$ cat src/rtl/uart_frac_baud_gen.sv
module uart_frac_baud_gen #(
  parameter int          AW        = 4,
  parameter int          FW        = 16,
  parameter int          BW        = 8,
  parameter int          PW        = 3,
  parameter logic [2:0]  PSC_RST   = 3'd4,
  parameter logic [31:0] XY_RST    = 32'h0000_0001,
  parameter int          A_DLO     = 0,
  parameter int          A_DHI     = 1,
  parameter int          A_LINE    = 3,
  parameter int          ACC_BIT   = 7,
  parameter int          A_PSC     = 10,
  parameter int          A_XY      = 11
) (
  input  logic            clk,
  input  logic            rst_n,
  input  logic            wr_en,
  input  logic [AW-1:0]   wr_addr,
  input  logic [2*FW-1:0] wr_data,
  output logic            frac_en,
  output logic            tick_x16,
  output logic            rate_err
);
  localparam int DW = 2 * FW;
  localparam int CW = 5;
  localparam int VW = 2 * BW;

  function automatic logic [CW-1:0] psc_div(input logic [PW-1:0] c);
    case (c)
      3'd0: return 5'd1;
      3'd1: return 5'd2;
      3'd2: return 5'd4;
      3'd3: return 5'd8;
      3'd4: return 5'd10;
      3'd5: return 5'd12;
      3'd6: return 5'd16;
      default: return 5'd20;
    endcase
  endfunction

  logic          dl_acc;
  logic [PW-1:0] psc_code;
  logic [DW-1:0] xy;
  logic [BW-1:0] dl_lo, dl_hi;
  logic [CW-1:0] pc;
  logic [FW-1:0] acc;
  logic [VW-1:0] dc;
  logic          frac_q, tick_q;

  wire [FW-1:0] x_v = xy[DW-1:FW];
  wire [FW-1:0] y_v = xy[FW-1:0];
  wire [VW-1:0] dv  = {dl_hi, dl_lo};
  wire [VW-1:0] dv_last = (dv == '0) ? '0 : dv - 1'b1;
  wire [CW-1:0] div_v = psc_div(psc_code);

  wire a_lo   = wr_addr == AW'(A_DLO);
  wire a_hi   = wr_addr == AW'(A_DHI);
  wire a_line = wr_addr == AW'(A_LINE);
  wire a_psc  = wr_addr == AW'(A_PSC);
  wire a_xy   = wr_addr == AW'(A_XY);
  wire rate_wr = wr_en && (a_psc || a_xy || (dl_acc && (a_lo || a_hi)));

  assign rate_err = x_v >= y_v;

  wire          pre_en = pc == div_v - 1'b1;
  wire [FW:0]   sum    = {1'b0, acc} + {1'b0, x_v};
  wire [FW:0]   diff   = sum - {1'b0, y_v};
  wire          hit    = pre_en && !rate_err && (sum >= {1'b0, y_v});

  always_ff @(posedge clk) begin
    if (!rst_n) begin
      dl_acc   <= 1'b0;
      psc_code <= PSC_RST;
      xy       <= XY_RST;
      dl_lo    <= BW'(1);
      dl_hi    <= '0;
    end else if (wr_en) begin
      if (a_line) dl_acc <= wr_data[ACC_BIT];
      if (a_psc) psc_code <= wr_data[PW-1:0];
      if (a_xy) xy <= wr_data;
      if (a_lo && dl_acc) dl_lo <= wr_data[BW-1:0];
      if (a_hi && dl_acc) dl_hi <= wr_data[BW-1:0];
    end
  end

  always_ff @(posedge clk) begin
    if (!rst_n || rate_wr) begin
      pc     <= '0;
      acc    <= '0;
      dc     <= '0;
      frac_q <= 1'b0;
      tick_q <= 1'b0;
    end else begin
      pc <= pre_en ? '0 : pc + 1'b1;
      if (pre_en && !rate_err) acc <= hit ? diff[FW-1:0] : sum[FW-1:0];
      frac_q <= hit;
      tick_q <= frac_q && (dc == dv_last);
      if (frac_q) dc <= (dc == dv_last) ? '0 : dc + 1'b1;
    end
  end

  assign frac_en  = frac_q;
  assign tick_x16 = tick_q;

  AST_PSC_IN_RANGE: assert property (@(posedge clk) disable iff (!rst_n)
    pc < div_v);
  AST_ACC_BELOW_Y: assert property (@(posedge clk) disable iff (!rst_n)
    !rate_err |-> acc < y_v);
  AST_DIV_IN_RANGE: assert property (@(posedge clk) disable iff (!rst_n)
    dc <= dv_last);
  AST_LOCKED_BYTE: assert property (@(posedge clk) disable iff (!rst_n)
    (wr_en && a_lo && !dl_acc) |=> $stable(dl_lo));
  AST_ERR_SILENT: assert property (@(posedge clk) disable iff (!rst_n)
    rate_err |-> (!frac_en && !tick_x16));
  AST_WRITE_RESTART: assert property (@(posedge clk) disable iff (!rst_n)
    rate_wr |=> (!frac_en && !tick_x16 && pc == '0));
  AST_TICK_FOLLOWS: assert property (@(posedge clk) disable iff (!rst_n)
    tick_x16 |-> $past(frac_en));
endmodule

$ cat config.mk
export PLATFORM = sky130hd
export DESIGN_NAME = uart_frac_baud_gen
export DESIGN_NICKNAME = d
export VERILOG_FILES = /design/src/rtl/uart_frac_baud_gen.sv
export SDC_FILE = /design/constraint.sdc
export NUM_CORES = 1
export LEC_CHECK = 0
export BUFFER_PORTS_ARGS = -buffer_cell sky130_fd_sc_hd__buf_2
export CORE_MARGIN = 2
export CORE_UTILIZATION = 30
export CTS_CLUSTER_DIAMETER = 30
export CTS_CLUSTER_SIZE = 24
export DETAILED_ROUTE_END_ITERATION = 8
export GPL_TIMING_DRIVEN = 0
export PLACE_DENSITY_LB_ADDON = 0.2
export SLEW_MARGIN = 0
export SYNTH_ARGS = -nofsm -noshare
export SYNTH_HDL_FRONTEND = slang
export SYNTH_SLANG_ARGS = --single-unit
$ cat constraint.sdc
create_clock -name clk -period 4.1 [get_ports clk]
set_input_delay 0 -clock clk [delete_from_list [all_inputs] [get_ports clk]]
set_output_delay 0 -clock clk [all_outputs]
set_load 0.05 [all_outputs]
==> parameters.txt <==
Parameter                              Value

Power
  Pwr/cell area ... approximately 290 mW/mm^2
  Worst vdd ir ... 0.161 mV
  Static Leakage ... between 0.003 and 0.004 uW

Logic synthesis
  Syn. warnings ... 0
  Leading cell types by total area after synthesis ... sky130_fd_sc_hd__dfxtp_1, sky130_fd_sc_hd__ha_1, sky130_fd_sc_hd__nand2_1, sky130_fd_sc_hd__xnor2_1, sky130_fd_sc_hd__mux2i_1
  Number of enable-type register cells in the synthesized netlist ... 0
  Post-synthesis cell count ... ~800
  Top cell types by occurrence after synthesis ... sky130_fd_sc_hd__nand2_1, sky130_fd_sc_hd__dfxtp_1, sky130_fd_sc_hd__ha_1
  Post-Synthesis Net Count ... about 900
  Dominant cell by count in the synthesized netlist ... sky130_fd_sc_hd__nand2_1
  Number of distinct library cells after synthesis ... 66
  Post-Synthesis Mean Instance Area ... 8.09 sq um
  Syn Std Cell Area ... roughly 0.0064 sq mm
  Area share of the leading cell type in the synthesized netlist ... 0.283
  Synth async-reset ratio ... 0
  Number of storage elements in the synthesis netlist ... approximately 90
  Predominant post-synthesis flop cell ... sky130_fd_sc_hd__dfxtp_1
  Cell type contributing the most total cell area after synthesis ... sky130_fd_sc_hd__dfxtp_1
  Sequential area share after synthesis ... 0.283

Placed design
  GP Congestion ... roughly 0.85
  Sum of net half-perimeters after detailed placement ... about 14 mm
  Count of buffers from port buffering ... 40

Route
  Iter 0 DRT Violations ... between 300 and 400
  Vias ... around 5.9k
  WL/cell ... 15.8 um
  DRC violations left ... 0
  Number of iterations in the first detailed-routing pass ... 5
  Final WL ... around 19 mm
  Vias per cell ... 5.01
  Post-DRT Antenna Nets ... 0

STA
  Final setup violation count ... 0
  Final Hold Vio Count ... 0
  Setup TNS ... 0 ps
  Timing-limited maximum frequency ... 250 MHz
  Period utilization ... 0.974
  WHS ... 73.3 ps
  Maximum clock skew at final layout ... 11.5 ps
  Final worst path period need ... 3990 ps
  Least-Margin Pin Slew ... roughly 730 ps
  Slew headroom ... 0.510
  Setup repair after global routing missed its margin ... yes
  Slew Viols, Final ... 0

Global route
  Met2 Resource Use GR ... 0.297
  Final global-route overflow total ... 0
  First-pass GRT wire length ... between 20 and 30 mm
  GRT busiest layer ... met2
  Fraction of met1 tracks used by global routing ... 0.215
  Number of global-route vias before repair ... between 5k and 6k
  Global routing usage summed across all routing layers ... 0.168
  Largest net degree at the start of global routing ... 16
  Antenna violations before repair ... 0
  Met3 routing resource usage after global routing ... 0.0285

Clocking
  Clk pin slew, worst setup/hold paths ... approximately 70 ps
  CTS tree ... built
  Number of CTS-inserted buffers ... 9
  CTS root buffer ... sky130_fd_sc_hd__clkbuf_16
  H-tree lvl count ... 3
  Clock insertion delay at the later pin of the skew report ... 360 ps
  Worst-case clock buffer depth ... 2
  Clock sinks ... 91

Job
  Max-cap violation count ... 0

Run status
  Result of the run ... completed

Finish
  Number of nets at the end of the flow ... approximately 1,000
  Number of inserted diodes ... 0
  Fraction of final layout cells sized beyond drive strength 1 ... 0.144
  Synthesis-to-layout area growth ... 23.8%
  Final core utilization ... 0.379

Critical path
  Maximum fanout along the worst path ... 6
  Data required time of the critical path ... ~4400 ps
  Arrival time of data at the critical path endpoint ... between 4000 and 5000 ps
  Critical Path Source Type ... flop
  Crit. End Element ... flop
  Crit path kind ... flop to flop

Floorplan
  Number of primary I/O pins ... 42
  Die height ... roughly 150 um
  Core area ... 0.0211 sq mm
  Total number of placement rows ... 53
  Initial standard-cell utilization of the core ... 0.306
  Die width ... 151 um
  Area of the die ... about 0.023 sq mm

Min path
  Hold WC Path Type ... input pin to flop
[layer usage]
layer	up-vias	wire length, um
met3	18	557
li1	3025	-
met2	82	9080
met5	-	0
met1	2771	8690
met4	0	194
[layout make-up]
cell class / count / area [sq um]
inverters: 39 / 146
well taps: 275 / 344
repair buffers: 88 / 644
multi-input cells: 633 / 4500
clock inverters: 5 / 85.1
clock buffers: 11 / 253
flip-flops and latches: 91 / 1830
fillers: 2193 / 13100
plain buffers: 34 / 186
[through the flow]
step                instances  power (uW)  area, sq um  worst slack (ps)
CTS                      1168        2260         7790              1.79
global route             1176        2370         7980              -104
floorplan                 797        1140         6450               159
detailed placement       1112        1240         6990             -1070
global placement         1112        1240         6990             -1040
finish                   1176        2280         7980               108
[flip-flops by register name, summed over array words and instances, names as in the netlist]
register  cells
tick_x16      1
dl_acc        1
acc          16
dl_hi         8
dl_lo         8
pc            5
psc_code      3
dc           16
xy           32
frac_en       1
[report_power, final]
group	switching, uW	total, uW	internal (uW)
combinational	222	417	195
clock	385	955	570
sequential	9.58	903	893
[cell families after synthesis]
family	share of synthesized area
buffers and inverters	0.0497
DFF	0.283
AOI/OAI and AO/OA	0.177
and+or+nand+nor	0.248
adders and majority gates	0.107
muxes	0.0450
xor gates and xnor gates	0.0906
[placed cells by master, fill, tap and decap left out, drive strengths merged, types with 3 or more instances in the layout]
cell type,Yosys,layout
o21a,4,4
nor4,6,6
nor4b,3,3
o211ai,5,5
dlygate4sd3,1,33
inv,39,39
a31oi,7,7
buf,9,66
nor2b,24,24
or4,7,7
nand3,20,20
xnor2,38,38
nand2b,9,9
o21bai,3,3
a211oi,11,11
and3,12,12
ha,52,52
a21oi,35,35
nor2,42,42
o21ai,32,32
mux2i,29,29
dfxtp,91,91
o31ai,4,4
and4,3,3
or2,3,3
nand2,127,127
a21boi,34,34
nand4,11,11
a311oi,9,9
nand3b,3,3
xor2,26,26
clkbuf,24,34
nand4b,3,3
nor3,33,33
nor3b,4,4
a21o,4,4
[worst max-delay path: stages (launching register included)]
cell                       delay, ps
sky130_fd_sc_hd__dfxtp_1         370
sky130_fd_sc_hd__ha_2            350
sky130_fd_sc_hd__a21o_1          220
sky130_fd_sc_hd__a2111o_1        420
sky130_fd_sc_hd__a41oi_2         230
sky130_fd_sc_hd__o31ai_2         110
sky130_fd_sc_hd__a21oi_1         170
sky130_fd_sc_hd__xnor2_1         190
sky130_fd_sc_hd__ha_1            300
sky130_fd_sc_hd__nand3_2          70
sky130_fd_sc_hd__nor2_2           50
sky130_fd_sc_hd__a311oi_2        240
sky130_fd_sc_hd__and3_1          240
sky130_fd_sc_hd__o211ai_1        160
sky130_fd_sc_hd__buf_4           200
sky130_fd_sc_hd__buf_6           130
sky130_fd_sc_hd__mux2i_2         140
sky130_fd_sc_hd__o31ai_1         210
sky130_fd_sc_hd__and2_1          140
[final timing paths]
check / startpoint / to / slack (ps) / cells after the start
max: xy[24] / acc[2] / 110 / 18
min reg2reg: xy[6] / xy[6] / 470 / 2
max reg2reg: xy[24] / acc[2] / 110 / 18
min: rst_n / xy[31] / 70 / 2
[what timing repair did]
| item | 4_1_cts | 5_1_grt |
|---|---|---|
| pin swaps | 10 | 22 |
| resized for setup | 19 | 25 |
| hold buffers | 32 | 0 |
| setup endpoints to repair | 17 | 17 |
| setup buffers | 8 | 9 |
| hold endpoints to repair | 43 | 0 |
Note: power is estimated with default switching activity, not from simulation.
